===== src/rtl/fir_pkg.sv =====
package fir_pkg;

    // Word addresses decoded by the bank
    localparam int unsigned ADR_FAULT     = 0;
    localparam int unsigned ADR_FAULT_AND = 1;
    localparam int unsigned ADR_FAULT_OR  = 2;
    localparam int unsigned ADR_MASK      = 3;
    localparam int unsigned ADR_MASK_AND  = 4;
    localparam int unsigned ADR_MASK_OR   = 5;
    localparam int unsigned ADR_ACT0      = 6;
    localparam int unsigned ADR_ACT1      = 7;
    localparam int unsigned ADR_FIRST     = 8;
    localparam int unsigned ADR_RPT_LO    = 9;
    localparam int unsigned ADR_RPT_HI    = 11;

    typedef struct packed {
        logic fault_dir;
        logic fault_and;
        logic fault_or;
        logic mask_dir;
        logic mask_and;
        logic mask_or;
        logic act0;
        logic act1;
        logic first;
        logic quiet;   // accepted, no effect
        logic undef;   // undecoded address
    } fir_sel_t;

    // Mask of the IMPL high-order bits of a W-bit word (MSB-first numbering)
    function automatic logic [63:0] impl_mask64(int unsigned w, int unsigned impl);
        logic [63:0] m;
        m = '0;
        for (int i = 0; i < 64; i++) begin
            if (i < w && i >= (w - impl)) m[i] = 1'b1;
        end
        return m;
    endfunction

endpackage


===== src/rtl/fir_addr_dec.sv =====
module fir_addr_dec
    import fir_pkg::*;
#(
    parameter int unsigned ADDR_W = 4
) (
    input  logic [ADDR_W-1:0] addr_i,
    output fir_sel_t          sel_o
);
    always_comb begin
        sel_o = '0;
        if (ADDR_W'(ADR_FAULT) == addr_i)          sel_o.fault_dir = 1'b1;
        else if (ADDR_W'(ADR_FAULT_AND) == addr_i) sel_o.fault_and = 1'b1;
        else if (ADDR_W'(ADR_FAULT_OR) == addr_i)  sel_o.fault_or  = 1'b1;
        else if (ADDR_W'(ADR_MASK) == addr_i)      sel_o.mask_dir  = 1'b1;
        else if (ADDR_W'(ADR_MASK_AND) == addr_i)  sel_o.mask_and  = 1'b1;
        else if (ADDR_W'(ADR_MASK_OR) == addr_i)   sel_o.mask_or   = 1'b1;
        else if (ADDR_W'(ADR_ACT0) == addr_i)      sel_o.act0      = 1'b1;
        else if (ADDR_W'(ADR_ACT1) == addr_i)      sel_o.act1      = 1'b1;
        else if (ADDR_W'(ADR_FIRST) == addr_i)     sel_o.first     = 1'b1;
        else if (addr_i >= ADDR_W'(ADR_RPT_LO) && addr_i <= ADDR_W'(ADR_RPT_HI))
                                                   sel_o.quiet     = 1'b1;
        else                                       sel_o.undef     = 1'b1;
    end
endmodule


===== src/rtl/fir_alias_reg.sv =====
module fir_alias_reg #(
    parameter int unsigned           DATA_W = 64,
    parameter logic [DATA_W-1:0]     IMPL   = '1
) (
    input  logic              clk,
    input  logic              rst,
    input  logic              wr_dir_i,
    input  logic              wr_and_i,
    input  logic              wr_or_i,
    input  logic [DATA_W-1:0] wdata_i,
    input  logic [DATA_W-1:0] set_i,
    output logic [DATA_W-1:0] q_o
);
    logic [DATA_W-1:0] q, sw_nxt;

    always_comb begin
        sw_nxt = q;
        if (wr_dir_i)      sw_nxt = wdata_i;
        else if (wr_and_i) sw_nxt = q & wdata_i;
        else if (wr_or_i)  sw_nxt = q | wdata_i;
    end

    always_ff @(posedge clk) begin
        if (rst) q <= '0;
        else     q <= (sw_nxt | set_i) & IMPL;
    end

    assign q_o = q;


    dir_load_chk: assert property (@(posedge clk) disable iff (rst)
        (wr_dir_i && set_i == '0) |=> (q == $past(wdata_i & IMPL)));

    and_clear_chk: assert property (@(posedge clk) disable iff (rst)
        (wr_and_i && set_i == '0) |=> ((q & ~$past(wdata_i)) == '0));

    or_set_chk: assert property (@(posedge clk) disable iff (rst)
        wr_or_i |=> ((q & $past(wdata_i & IMPL)) == $past(wdata_i & IMPL)));
endmodule


===== src/rtl/fir_first_cap.sv =====
module fir_first_cap #(
    parameter int unsigned DATA_W = 64
) (
    input  logic              clk,
    input  logic              rst,
    input  logic              clr_i,
    input  logic [DATA_W-1:0] new_bits_i,  // unmasked implemented hw bits
    output logic [DATA_W-1:0] q_o
);
    logic [DATA_W-1:0] q;
    logic              empty;

    assign empty = (q == '0) || clr_i;

    always_ff @(posedge clk) begin
        if (rst)                              q <= '0;
        else if (empty && new_bits_i != '0)   q <= new_bits_i;
        else if (clr_i)                       q <= '0;
    end

    assign q_o = q;


    first_clear_chk: assert property (@(posedge clk) disable iff (rst)
        (clr_i && new_bits_i == '0) |=> (q == '0));

    first_hold_chk: assert property (@(posedge clk) disable iff (rst)
        (q != '0 && !clr_i) |=> $stable(q));
endmodule


===== src/rtl/fir_bank.sv =====
module fir_bank
    import fir_pkg::*;
#(
    parameter int unsigned DATA_W    = 64,
    parameter int unsigned ADDR_W    = 4,
    parameter int unsigned IMPL_BITS = 28
) (
    input  logic              clk,
    input  logic              rst,
    input  logic              wr_en,
    input  logic              rd_en,
    input  logic [ADDR_W-1:0] addr,
    input  logic [DATA_W-1:0] wdata,
    output logic [DATA_W-1:0] rdata,
    output logic              rvalid,
    input  logic [DATA_W-1:0] hw_err,
    output logic              attn,
    output logic              unimp_wr
);
    localparam logic [63:0]       IMPL64 = impl_mask64(DATA_W, IMPL_BITS);
    localparam logic [DATA_W-1:0] IMPL   = IMPL64[DATA_W-1:0];

    fir_sel_t          sel;
    logic [DATA_W-1:0] fault_q, mask_q, first_q, act_q [2];
    logic [DATA_W-1:0] hw_impl, hw_new, rd_mux;
    logic              unimp_q;

    fir_addr_dec #(.ADDR_W(ADDR_W)) dec_i (.addr_i(addr), .sel_o(sel));

    assign hw_impl = hw_err & IMPL;
    assign hw_new  = hw_impl & ~mask_q;

    fir_alias_reg #(.DATA_W(DATA_W), .IMPL(IMPL)) fault_i (
        .clk(clk), .rst(rst),
        .wr_dir_i(wr_en && sel.fault_dir),
        .wr_and_i(wr_en && sel.fault_and),
        .wr_or_i (wr_en && sel.fault_or),
        .wdata_i(wdata), .set_i(hw_impl), .q_o(fault_q));

    fir_alias_reg #(.DATA_W(DATA_W), .IMPL(IMPL)) mask_i (
        .clk(clk), .rst(rst),
        .wr_dir_i(wr_en && sel.mask_dir),
        .wr_and_i(wr_en && sel.mask_and),
        .wr_or_i (wr_en && sel.mask_or),
        .wdata_i(wdata), .set_i('0), .q_o(mask_q));

    fir_first_cap #(.DATA_W(DATA_W)) first_i (
        .clk(clk), .rst(rst),
        .clr_i(wr_en && sel.first),
        .new_bits_i(hw_new), .q_o(first_q));

    // Action registers: plain direct-write storage
    for (genvar g = 0; g < 2; g++) begin : g_act
        logic hit;
        assign hit = (g == 0) ? sel.act0 : sel.act1;
        always_ff @(posedge clk) begin
            if (rst)               act_q[g] <= '0;
            else if (wr_en && hit) act_q[g] <= wdata & IMPL;
        end
    end

    always_comb begin
        rd_mux = '0;
        if (sel.fault_dir || sel.fault_and || sel.fault_or) rd_mux = fault_q;
        else if (sel.mask_dir || sel.mask_and || sel.mask_or) rd_mux = mask_q;
        else if (sel.act0)  rd_mux = act_q[0];
        else if (sel.act1)  rd_mux = act_q[1];
        else if (sel.first) rd_mux = first_q;
    end

    always_ff @(posedge clk) begin
        if (rst) begin
            rdata   <= '0;
            rvalid  <= 1'b0;
            unimp_q <= 1'b0;
        end else begin
            rvalid  <= rd_en;
            unimp_q <= wr_en && sel.undef;
            if (rd_en) rdata <= rd_mux;
        end
    end

    assign attn     = |(fault_q & ~mask_q);
    assign unimp_wr = unimp_q;


    unimp_pulse_chk: assert property (@(posedge clk) disable iff (rst)
        (wr_en && sel.undef) |=> (unimp_wr && $stable(fault_q) && $stable(mask_q)));

    hw_sets_fault_chk: assert property (@(posedge clk) disable iff (rst)
        (hw_impl != '0) |=> ((fault_q & $past(hw_impl)) == $past(hw_impl)));
endmodule


===== config.mk =====
export PLATFORM = sky130hd
export DESIGN_NAME = fir_bank
export DESIGN_NICKNAME = d
export VERILOG_FILES = /design/src/rtl/fir_pkg.sv /design/src/rtl/fir_addr_dec.sv /design/src/rtl/fir_alias_reg.sv /design/src/rtl/fir_first_cap.sv /design/src/rtl/fir_bank.sv
export SDC_FILE = /design/constraint.sdc
export NUM_CORES = 1
export LEC_CHECK = 0
export BUFFER_PORTS_ARGS = -buffer_cell sky130_fd_sc_hd__buf_2
export CORE_UTILIZATION = 35
export CTS_CLUSTER_SIZE = 24
export DETAILED_ROUTE_END_ITERATION = 10
export PLACE_DENSITY = 0.65
export SLEW_MARGIN = 20
export SYNTH_ARGS = -nofsm -noshare
export SYNTH_HDL_FRONTEND = slang
export SYNTH_SLANG_ARGS = --single-unit

===== constraint.sdc =====
create_clock -name clk -period 8.45 [get_ports clk]
set_input_delay 1.69 -clock clk [delete_from_list [all_inputs] [get_ports clk]]
set_output_delay 1.69 -clock clk [all_outputs]
set_load 0.05 [all_outputs]

# Word-level counts from Yosys, hierarchy flattened
# Memories as Yosys holds them, arrays and structs flattened.
# Index checks and enable logic that the tools add are counted.
dict set report word_totals {
  reg_bits 258
  ram_bits 56
  n_memories 1
}
# memory words word_bits read_ports rd_clocked_by_memory_dff write_ports line_no
set mem_list {}
lappend mem_list {act_q 2 28 2 0 2 fir_bank.sv:24} ;# logic [DATA_W-1:0] fault_q, mask_q, first_q, act_q [2];
dict set report classes {
  n_lt_le_gt_ge 2
  eq_ne 8
  n_mux 43
  bitwise_logic 10
  n_reduce_logical 23
}
# cell count
set ops {}
lappend ops {{64-bit 2-to-1 mux} 13}
lappend ops {{64-bit bitwise AND} 4}
lappend ops {{64-bit OR} 3}
lappend ops {{64-bit logical NOT} 1}
lappend ops {{64-bit NOT} 1}
lappend ops {{64-bit nonzero test} 1}
lappend ops {{64-bit OR reduction} 1}
lappend ops {{28-bit 2-to-1 mux} 2}
lappend ops {{1-bit 2-to-1 mux} 19}
lappend ops {{3-bit by 4-bit equality test with 1-bit output, first input constant} 4}
lappend ops {{1-bit logical AND} 12}
lappend ops {{10-bit 2-to-1 mux} 1}
lappend ops {{9-bit 2-to-1 mux} 1}
lappend ops {{2-bit by 4-bit equality test with 1-bit output, first input constant} 2}
lappend ops {{8-bit 2-to-1 mux} 1}
lappend ops {{7-bit 2-to-1 mux} 1}
lappend ops {{6-bit 2-to-1 mux} 1}
lappend ops {{1-bit logical OR} 5}
lappend ops {{5-bit 2-to-1 mux} 1}
lappend ops {{1-bit by 4-bit equality test with 1-bit output, first input constant} 1}
lappend ops {{4-bit equality test, first input constant} 1}
lappend ops {{4-bit >= comparator, second input constant} 1}
lappend ops {{4-bit <= comparator, second input constant} 1}
lappend ops {{4-bit logical NOT} 1}
lappend ops {{other kinds (6)} 7}

# Longest topological paths before layout
# Gate-level depths: netlist (run 1).
dict set report logic_depth {
  depth_word 17
  depth_mapped 8
  ltp_nobuf 5
}

# Modules after synthesis
# From an unflattened synthesis (run 1), not the netlist that was laid out.
dict set report hier_totals {
  cells_unflattened 1386
  area_unflattened_um2 12738.5
}
# mod instances cells_each area_each_um2
set modules_own_cells {}
lappend modules_own_cells {fir_bank 1 722 6745.2}
lappend modules_own_cells {fir_alias_reg 2 171 1492.7}
lappend modules_own_cells {fir_first_cap 1 305 2909.0}
lappend modules_own_cells {fir_addr_dec 1 17 98.8}

# Worst setup path before layout (run 1)
# Ideal clock, no wire load.
dict set report synth_path {
  path_type {input to register}
  startpoint {input port addr[0]}
  endpoint {memory act_q[0][0] in the netlist's numbering, enable pin}
  t_arrival_ns 3.547
  t_required_ns 8.031
  slack_ns 4.484
  stages 4
  n_path_buf 2
  cell_sequence {buf_4 > nand2b_1 > clkbuf_1 > o21bai_1}
}
# element line_no
set synth_rtl {}
lappend synth_rtl {{from (decl)} fir_bank.sv:12} ;# input logic [ADDR_W-1:0] addr,
lappend synth_rtl {{to (decl)} fir_bank.sv:24}

# Worst setup path in the final report (run 1)
dict set report layout_path {
  startpoint {register mask_i.q[49], in the netlist mask_i.q_o[49]}
  endpoint {output port attn}
}
dict set report layout_via {
  elab_chain_len 3
}
# element line_no
set layout_rtl {}
lappend layout_rtl {{from (decl)} fir_alias_reg.sv:14} ;# logic [DATA_W-1:0] q, sw_nxt;
lappend layout_rtl {{from (signal assigned)} fir_alias_reg.sv:25} ;# else q <= (sw_nxt | set_i) & IMPL;
lappend layout_rtl {{64-bit NOT} fir_bank.sv:83} ;# assign attn = |(fault_q & ~mask_q);
lappend layout_rtl {{64-bit bitwise AND} fir_bank.sv:83}
lappend layout_rtl {{64-bit OR reduction} fir_bank.sv:83}
lappend layout_rtl {{to (decl)} fir_bank.sv:17} ;# output logic attn,
# No other way between the ends.

==> results of run 1 <==
-- layout make-up --
cell class                      instances  area (um^2)
Fill cell                            2312        13500
Sequential cell                       170         3960
Multi-Input combinational cell        599         3660
Timing Repair Buffer                  109          586
Clock buffer                           21          462
Tap cell                              313          392
Inverter                               57          214
Clock inverter                         11          120
-- metrics by stage --
step	instance area, um^2	worst slack [ps]
after global placement	8810	4040
after global routing	9390	4180
after CTS	9390	4300
after detailed placement	8810	3960
after floorplan	8370	4480
final	9390	4240
-- cells in the mapped netlist (all sizes together) (3+ instances only) --
cell / number
edfxtp: 56
nor3: 3
or2b: 16
and2: 56
inv: 57
dfxtp: 114
or4: 3
nor2: 3
a21o: 56
buf: 52
nand2b: 38
nor4: 9
o21ai: 115
a22o: 28
clkbuf: 39
o41ai: 5
o31ai: 23
a21oi: 58
nand2: 62
nand4: 7
a31oi: 28
o22ai: 14
nand3b: 29
-- registers in the layout, summed over array words and instances (netlist names) --
register and count:
mask_i.q_o 28, fault_i.q_o 28, unimp_wr 1, rvalid 1
act_q 56, first_i.q_o 28, rdata 28
-- cells by family after synthesis --
| group | Yosys count | share of synthesized area |
|---|---|---|
| buf+inv | 151 | 0.0935 |
| simple gates | 232 | 0.173 |
| other cells | 1 | 0.000455 |
| flops | 170 | 0.481 |
| compound gates | 331 | 0.252 |
-- power by group through the flow --
stage | registers [W] | clock network (W) | logic [W]
2_1_floorplan | 0.000967 | 0 | 0.000209
3_3_place_gp | 0.000954 | 0 | 0.000292
3_5_place_dp | 0.000955 | 0 | 0.000296
4_1_cts | 0.000938 | 0.000783 | 0.000297
5_1_grt | 0.000945 | 0.000813 | 0.000321
6_report | 0.000939 | 0.000776 | 0.000299
-- routing by layer --
| metal | global-route usage | up-vias |
|---|---|---|
| li1 | - | 3218 |
| met1 | 0.273 | 3280 |
| met2 | 0.354 | 298 |
| met3 | 0.0487 | 38 |
| met4 | 0.0728 | 2 |
| met5 | 0 | - |
-- worst max path at each step --
stage	cells after the start	start	endpoint	slack (ps)
global route	8	addr[0]	mask_i.q_o[57]	4180
detailed placement	8	addr[0]	mask_i.q_o[52]	3960
CTS	5	mask_i.q_o[49]	attn	4300
floorplan	4	addr[0]	act_q[0][0]	4480
global placement	8	addr[0]	mask_i.q_o[50]	4040
finish	5	mask_i.q_o[49]	attn	4240
==> results by stage, run 1 <==
Outcome:
- The flow ran to the end, and the final reports show no timing, DRC or antenna violations.

STA:
- The maximum clock rate is 238 MHz.
- Between clock sinks in the finished design, the worst skew comes to 8.25 ps.
- The max-slew violation count is 0.
- Setup violations remaining at the end of the flow were counted as 0.
- For the pin with the worst max-slew slack, the measured transition is 977 ps.
- The final number of hold-violating endpoints is 0.
- The fraction of the cycle the final worst path needs is 0.498.
- For the finished layout, the period the worst path requires is about 4200 ps.
- After routing, the total negative slack on setup checks comes to 0 ps.
- The tightest hold path in the finished design has a slack of 447 ps.
- Setup repair after global routing left no endpoint under its margin.
- The worst max-slew margin expressed relative to the limit is 0.348.

Critical path:
- The critical path's top delay family is simple AND/OR/NAND/NOR gates.
- The capture point of the worst reg-to-reg path is first_i.q_o[52].
- The number of cells on the worst reg-to-reg path is 5.
- The worst path buffer plus inverter count is 1.
- STA classifies the critical path startpoint as a flop.
- The start-to-end type of the worst setup path is flop to output pin.
- The endpoint type of the worst setup path is an output pin.
- The cell with the largest stage delay on the worst path is sky130_fd_sc_hd__or4_1.
- The startpoint identified for the worst register-to-register timing path is mask_i.q_o[38].
- Data on the critical path is required at its endpoint by 6760 ps.
- On the worst path, the slowest cell contributes a delay of 560 ps.
- The critical path goes through o22ai_1, or4_1, nor3_1, nand4_1, buf_2.
- In this run the worst path has a maximum fanout of 4.
- At the worst endpoint, the arrival time is 2520 ps.
- The setup check on the worst reg-to-reg path leaves a slack of 6020 ps.

Pwr:
- Dividing total power by cell area gives a power density of around 210 mW/mm^2.
- The internal power of the cells is 0.00144 W.
- The combinational share of power is 0.148.
- In this run the static leakage power is 3.90 nW.
- The power after layout is 0.00201 W.
- The share of total power in the clock network is 0.386.
- Of the total power, the share spent switching nets is 0.286.
- The worst supply voltage drop on vdd is 0.000144 V.
- The analysis attributes to net switching a power of 0.000575 W.
- The sequential fraction of design power is 0.466.

Detailed routing:
- The first-iteration detailed-routing DRC count is 630.
- In this run the remaining antenna-violating nets after routing total 0.
- The detailed router placed about 6800 vias in this run.
- The number of design rule violations left after detail routing is 0.
- The detailed-routed wire length on met3 is 1900 um.
- The top metal layer carrying routed signals is met5.
- The routed design has 25200 um of wire.
- The number of detailed-route iterations in the first pass is 5.
- The detailed router put a total of 10800 um of wire on met1.
- In the final routed layout, each cell accounts on average for 19.7 um.
- Summed over all nets, wire length on met2 after detailed routing comes to 11900 um.
- Dividing the detail-routed via count by the number of cells gives around 5.3.

Clock tree:
- Clock-pin slew was measured on the worst setup and hold paths at around 60 ps.
- The maximum buffer depth of the clock tree is 2.
- The total clock buffers created by CTS is 17.
- In this run, post-CTS hold repair placed 0 buffers.
- For this design, the sink count on the clock tree is 170.
- TritonCTS built the clock tree.
- The level count of the clock H-tree is 4.
- The number of buffers inserted to repair setup after CTS is 0.
- In this run the clock root is driven by a sky130_fd_sc_hd__clkbuf_16.
- For the worst-skew pair, the clock arrives at the later sink with an insertion delay of 440 ps.
- After clock tree synthesis, the repair step resized 0 gates.

Synthesis:
- The biggest area contributor in the post-synthesis netlist is sky130_fd_sc_hd__dfxtp_1.
- Yosys mapped a number of flops with a built-in enable equal to 56.
- By area the synthesized netlist is led by sky130_fd_sc_hd__dfxtp_1, sky130_fd_sc_hd__edfxtp_1, sky130_fd_sc_hd__o21ai_0.
- In this run, distinct cell masters in the synthesized netlist total 47.
- Counting flops and latches in the post-synthesis netlist gives 170.
- Of the post-synthesis cell area, the dominant cell type holds 0.277.
- The share of async-settable or async-resettable flops after synthesis is 0.
- The cell area that synthesis handed to floorplanning was 0.00824 mm^2.
- Synthesis produced a netlist whose cell count is 885.
- The leading register cell type out of synthesis is sky130_fd_sc_hd__dfxtp_1.
- The post-synthesis sequential area ratio is 0.481.
- Dividing the synthesized area by the synthesized cell count gives 9.31 um^2.
- The yosys synthesis warning count is 0.

Layout:
- The final standard cell utilization of the core is 0.411.
- The number of antenna diodes in the final layout is 0.
- For this run, the post-layout net count is 1090.
- The final cell count without fillers is roughly 1300.
- Leaving out fill and tap cells, the most frequent cell in the layout is sky130_fd_sc_hd__dfxtp_1.
- In the layout the commonest cells are sky130_fd_sc_hd__dfxtp_1, sky130_fd_sc_hd__o21ai_0, sky130_fd_sc_hd__buf_2, sky130_fd_sc_hd__nand2_1.
- The fraction of layout cells with a size suffix above 1 is 0.171.
- Relative to the synthesized area, the layout overhead comes to 14.0%.

Die:
- The initial standard-cell utilization of the core is 0.361.
- For this design the top-level I/O count stands at a little over 200.
- The chip height is 155 um.
- The initialized floorplan defines 55 standard-cell rows.
- The die covers 0.0242 mm^2.
- The placeable core region is 0.0228 mm^2.
- The chip width is 155 um.

Place:
- In this run the tool buffered the top-level ports with 94 buffer cells.
- Routability-driven placement finished with a final weighted congestion of a little over 0.8.
- The count of placed standard cells including taps is around 1200.
- Detailed placement ended at an HPWL of 16100 um.

Global route:
- The number of global-route vias before repair was 6642.
- The initial antenna violation count is 1.
- The wire length of the first global-routing pass is between 30000 and 40000 um.
- The total overflow left after global routing is 0.
- Entering global routing, the biggest net connects 82 pins.
- The total routing usage reported by global routing is 0.213.

Min path:
- The count of cells along the worst hold path is 1.
- The worst hold path belongs to the class flop to flop.
- The worst hold path terminates at rdata[40].
- The startpoint identified for the worst hold timing path is rdata[40].

Flow run:
- The number of max-cap violations is 0.
(Power assumes the default switching activity.)
==> inputs of run 2 (changes only) <==
Settings changed: ABC_AREA from default to 1.
Clock period 8.45 ns to 4.2 ns, I/O delays scaled along.
==> run 2 against run 1 <==
Against the previous run: critical path depth rose by 2; sequential power rose by 100%; global-route usage grew 1.3 points; wire length up 8.8%; utilization is 0.43 points lower; synthesized area up 1.0%; cell count is 14% higher; via count up 15%; largest power group unchanged; combinational power rose to 2.5 times the previous value; sequential share of layout area fell by 0.57 points.
==> results by stage, run 2 <==
Layout:
- The final net count came to 1268 (+16%).
- The antenna diode count was 0 (unchanged).
- The library cell used most frequently in the layout, excluding fill and tap cells, is sky130_fd_sc_hd__a21oi_1.
- The flip-flop count of the largest register, all copies and words added was 56 (unchanged).
- In the layout the commonest cells are sky130_fd_sc_hd__a21oi_1, sky130_fd_sc_hd__nand2_1, sky130_fd_sc_hd__dfxtp_1, sky130_fd_sc_hd__nor2_1, sky130_fd_sc_hd__buf_2.
- The signed area change from the synthesized netlist to the final layout is 14.4%.
- The design area is 0.00952 mm^2 (+1.4%).
- The register containing the most flip-flops in the final layout is act_q.
- The fraction of layout cells with a size suffix above 1 came to 0.139 (-0.0318).

STA:
- The final number of hold-violating endpoints is 0 (unchanged).
- Setup repair after global routing left no endpoint under its margin.
- The worst max-slew margin expressed relative to the limit came to 0.240 (-0.109).
- Based on the critical path, the design can be clocked at up to approximately 340 MHz.
- The max-slew violation count came to 0 (unchanged).
- The fraction of the cycle the final worst path needs is 0.697.
- The worst hold slack came to 463 ps (+15.8 ps).
- The transition time of the tightest slew-check pin is 1130 ps (+154 ps).
- The total negative slack was 0 ps (unchanged).
- Subtracting the final worst setup slack from the clock period gives 2930 ps.
- The final count of negative-setup-slack endpoints came to 0 (unchanged).
- The final clock skew is 11.8 ps (+3.59 ps).

Clock tree:
- The number of buffers inserted to repair setup after CTS is 0 (unchanged).
- The clock-pin slew reported for the worst setup and hold paths after clock tree synthesis is 60 ps (about the same).
- The number of sinks handled by clock tree synthesis is 170 (unchanged).
- The clock latency reported for the late side of the worst-skew pair is 450 ps (about the same).
- The total clock buffers created by CTS is 17 (unchanged).
- The CTS root buffer is sky130_fd_sc_hd__clkbuf_16.
- The number of hold-repair buffers added at the cts stage is 0 (unchanged).
- The TritonCTS clock tree is built.
- The level count of the clock H-tree is 4 (unchanged).
- The post-cts repair resize count is 0 (unchanged).
- The maximum buffer depth of the clock tree came to 2 (unchanged).

Synthesis:
- The xor/xnor share of the synthesized area came to 0 (unchanged).
- The most numerous cell in the Yosys netlist is sky130_fd_sc_hd__a21oi_1.
- By count the netlist is led by sky130_fd_sc_hd__a21oi_1, sky130_fd_sc_hd__nand2_1, sky130_fd_sc_hd__dfxtp_1.
- The distinct cell type count of the synthesized netlist is 28 (-40%).
- The yosys synthesis warning count is 0 (unchanged).
- The most used flip-flop cell after synthesis is sky130_fd_sc_hd__dfxtp_1.
- The cell type with the largest total area after synthesis is sky130_fd_sc_hd__dfxtp_1.
- The main combinational cell family by area after synthesis is simple AND/OR/NAND/NOR gates.
- The instance count of the mapped netlist is 1065 (+20%).
- The post-synthesis sequential area ratio is 0.476 (-0.00491).
- The number of enable flip-flop cells after synthesis was 56 (unchanged).
- The share of async-settable or async-resettable flops after synthesis was 0 (unchanged).
- The flip-flop and latch count after synthesis came to 170 (unchanged).
- The average cell area after synthesis is 7.82 um^2 (-16%).
- The fraction of synthesized cell area taken by the top area cell type is 0.274 (-0.00283).
- The post-synthesis simple-gate area fraction is 0.226 (+0.0531).
- The multiplexer area fraction after synthesis is 0 (unchanged).
- The cell area after synthesis is 0.00833 mm^2 (+1.0%).
- Sorting the synthesized cells by area gives the leading types as sky130_fd_sc_hd__dfxtp_1, sky130_fd_sc_hd__edfxtp_1, sky130_fd_sc_hd__a21oi_1.
- The complex-gate fraction of the synthesized area is 0.189 (-0.0636).
- The post-synthesis share of cell area spent on full adders, half adders and majority gates came to 0 (unchanged).

Place:
- The global placement routability congestion is 0.831 (+1.0%).
- The placed cell area is 0.00894 mm^2 (+1.5%).
- The total half-perimeter wirelength after legalization and detailed placement came to 18100 um (+12%).
- The count of buffers from port buffering is 94 (unchanged).

Detailed routing:
- The per-cell routed wire length is 18.7 um (-4.9%).
- The total via count in the routed design came to 7847 (+15%).
- The number of detailed-route iterations in the first pass came to 6 (+1).
- The detail-routed via count per cell was 5.36 (+0.36%).
- The remaining number of nets flagged by the antenna check after routing is 0 (unchanged).
- The total routed wirelength is 27400 um (+8.8%).
- The first-iteration detailed-routing DRC count was 783 (+24%).
- The number of design rule violations left after detail routing is 0 (unchanged).

Die:
- The chip height is 156 um (+0.51%).
- The area of the die is 0.0244 mm^2 (+1.0%).
- The placeable core region is 0.0234 mm^2 (+2.4%).
- The chip width is 156 um (+0.51%).
- The initial standard-cell utilization of the core is 0.356 (-0.00493).
- The number of core rows is 56 (+1.8%).
- The number of I/O pins is 203 (unchanged).

Pwr:
- The combinational share of power is 0.181 (+0.033).
- The share of total power consumed by net switching is 0.305 (+0.0196).
- The worst supply voltage drop on vdd is 0.000297 V (+110%).
- The switching power of the nets was 0.00129 W (+120%).
- The internal power of the cells is 0.00293 W (+100%).
- The power per cell area is 442 mW/mm^2 (+110%).
- The sequential fraction of design power is 0.445 (-0.021).
- The share of total power in the clock network is 0.374 (-0.012).
- The standby leakage power is 3.85 nW (-1.3%).

Critical path:
- STA classifies the critical path startpoint as a flop.
- The arrival time of data at the critical path endpoint is 2090 ps (-430 ps).
- The critical path in this run is classified as flop to output pin.
- The stage delay of the slowest cell on the critical path is 360 ps (-200 ps).
- The required time of the worst setup path is 3360 ps (-3400 ps).
- The endpoint type of the worst setup path is an output pin.
- The signal on the critical path passes through inv_1, nand2_1, o21ai_0, a221oi_1, nand3_1, nand3b_1, buf_2.
- The largest fanout on the critical path is 3 (-1).
- The cell with the largest stage delay on the worst path is sky130_fd_sc_hd__a221oi_1.

Global route:
- The total routing usage reported by global routing is 0.226 (+0.0128).
- The wire length of the first global-routing pass is 41400 um (+8.1%).
- The remaining global-route overflow is 0 (unchanged).
- The number of global-route vias before repair is 7320 (+10%).
- The initial antenna violation count came to 0 (-1).
- The pin count of the biggest net entering global routing is 73 (-11%).

Flow run:
- The number of max-cap violations was 0 (unchanged).

Min path:
- The worst hold path class is flop to flop.

Outcome:
- The run finished with clean final reports.
[run 2: routing by layer]
metal	vias up	wire length, um	part of all wire	global-route usage
met5	-	0	0	0
met4	0	1170	0.043	0.126
met3	71	1820	0.066	0.0404
met2	337	12700	0.47	0.360
met1	3710	11700	0.43	0.290
li1	3729	-	-	-
[run 2: layout make-up]
cell class                 count  area (um^2)
sequential                   170         3960
fill                        2429        13900
multi-input combinational    738         3590
clock buffer                  21          460
timing repair buffer         119          661
clock inverter                11          121
inverter                      86          323
tap                          319          399
[run 2: cell families (layout without fill, tap and decap cells)]
family | Yosys count | count (layout)
buf+inv | 192 | 237
other cells | 1 | 36
compound gates | 293 | 293
flops | 170 | 170
simple gates | 409 | 409
[run 2: final timing paths]
| check | from | endpoint | slack, ps | depth (start not counted) |
|---|---|---|---|---|
| worst min-delay path | rdata[39] | rdata[39] | 460 | 2 |
| worst max-delay path | mask_i.q_o[44] | attn | 1270 | 7 |
| worst max register to register | mask_i.q_o[53] | first_i.q_o[60] | 2210 | 11 |
| worst min register to register | rdata[39] | rdata[39] | 460 | 2 |
[run 2: stage by stage]
step | std cells | utilization | power [W] | setup slack (ps)
2_1_floorplan | 1100 | - | 0.00246 | 110
3_3_place_gp | 1432 | 0.382 | 0.00265 | 1130
3_5_place_dp | 1432 | 0.382 | 0.00266 | 1010
4_1_cts | 1464 | 0.407 | 0.00421 | 1240
5_1_grt | 1464 | 0.407 | 0.00436 | 1190
6_report | 1464 | 0.407 | 0.00421 | 1270
[run 2: worst max-delay path, delay by kind of cell (launching register included)]
family / cells / cell delay [ps]
flops: 1 / 330
compound gates: 2 / 530
simple gates: 3 / 460
buf+inv: 2 / 330
[run 2: power groups by stage]
stage	Combinational (W)	Clock, W	Sequential (W)
after floorplan	0.000508	0	0.00195
after global placement	0.000746	0	0.00190
after detailed placement	0.000751	0	0.00191
after CTS	0.000754	0.00159	0.00187
after global routing	0.000825	0.00164	0.00189
final	0.000762	0.00157	0.00188
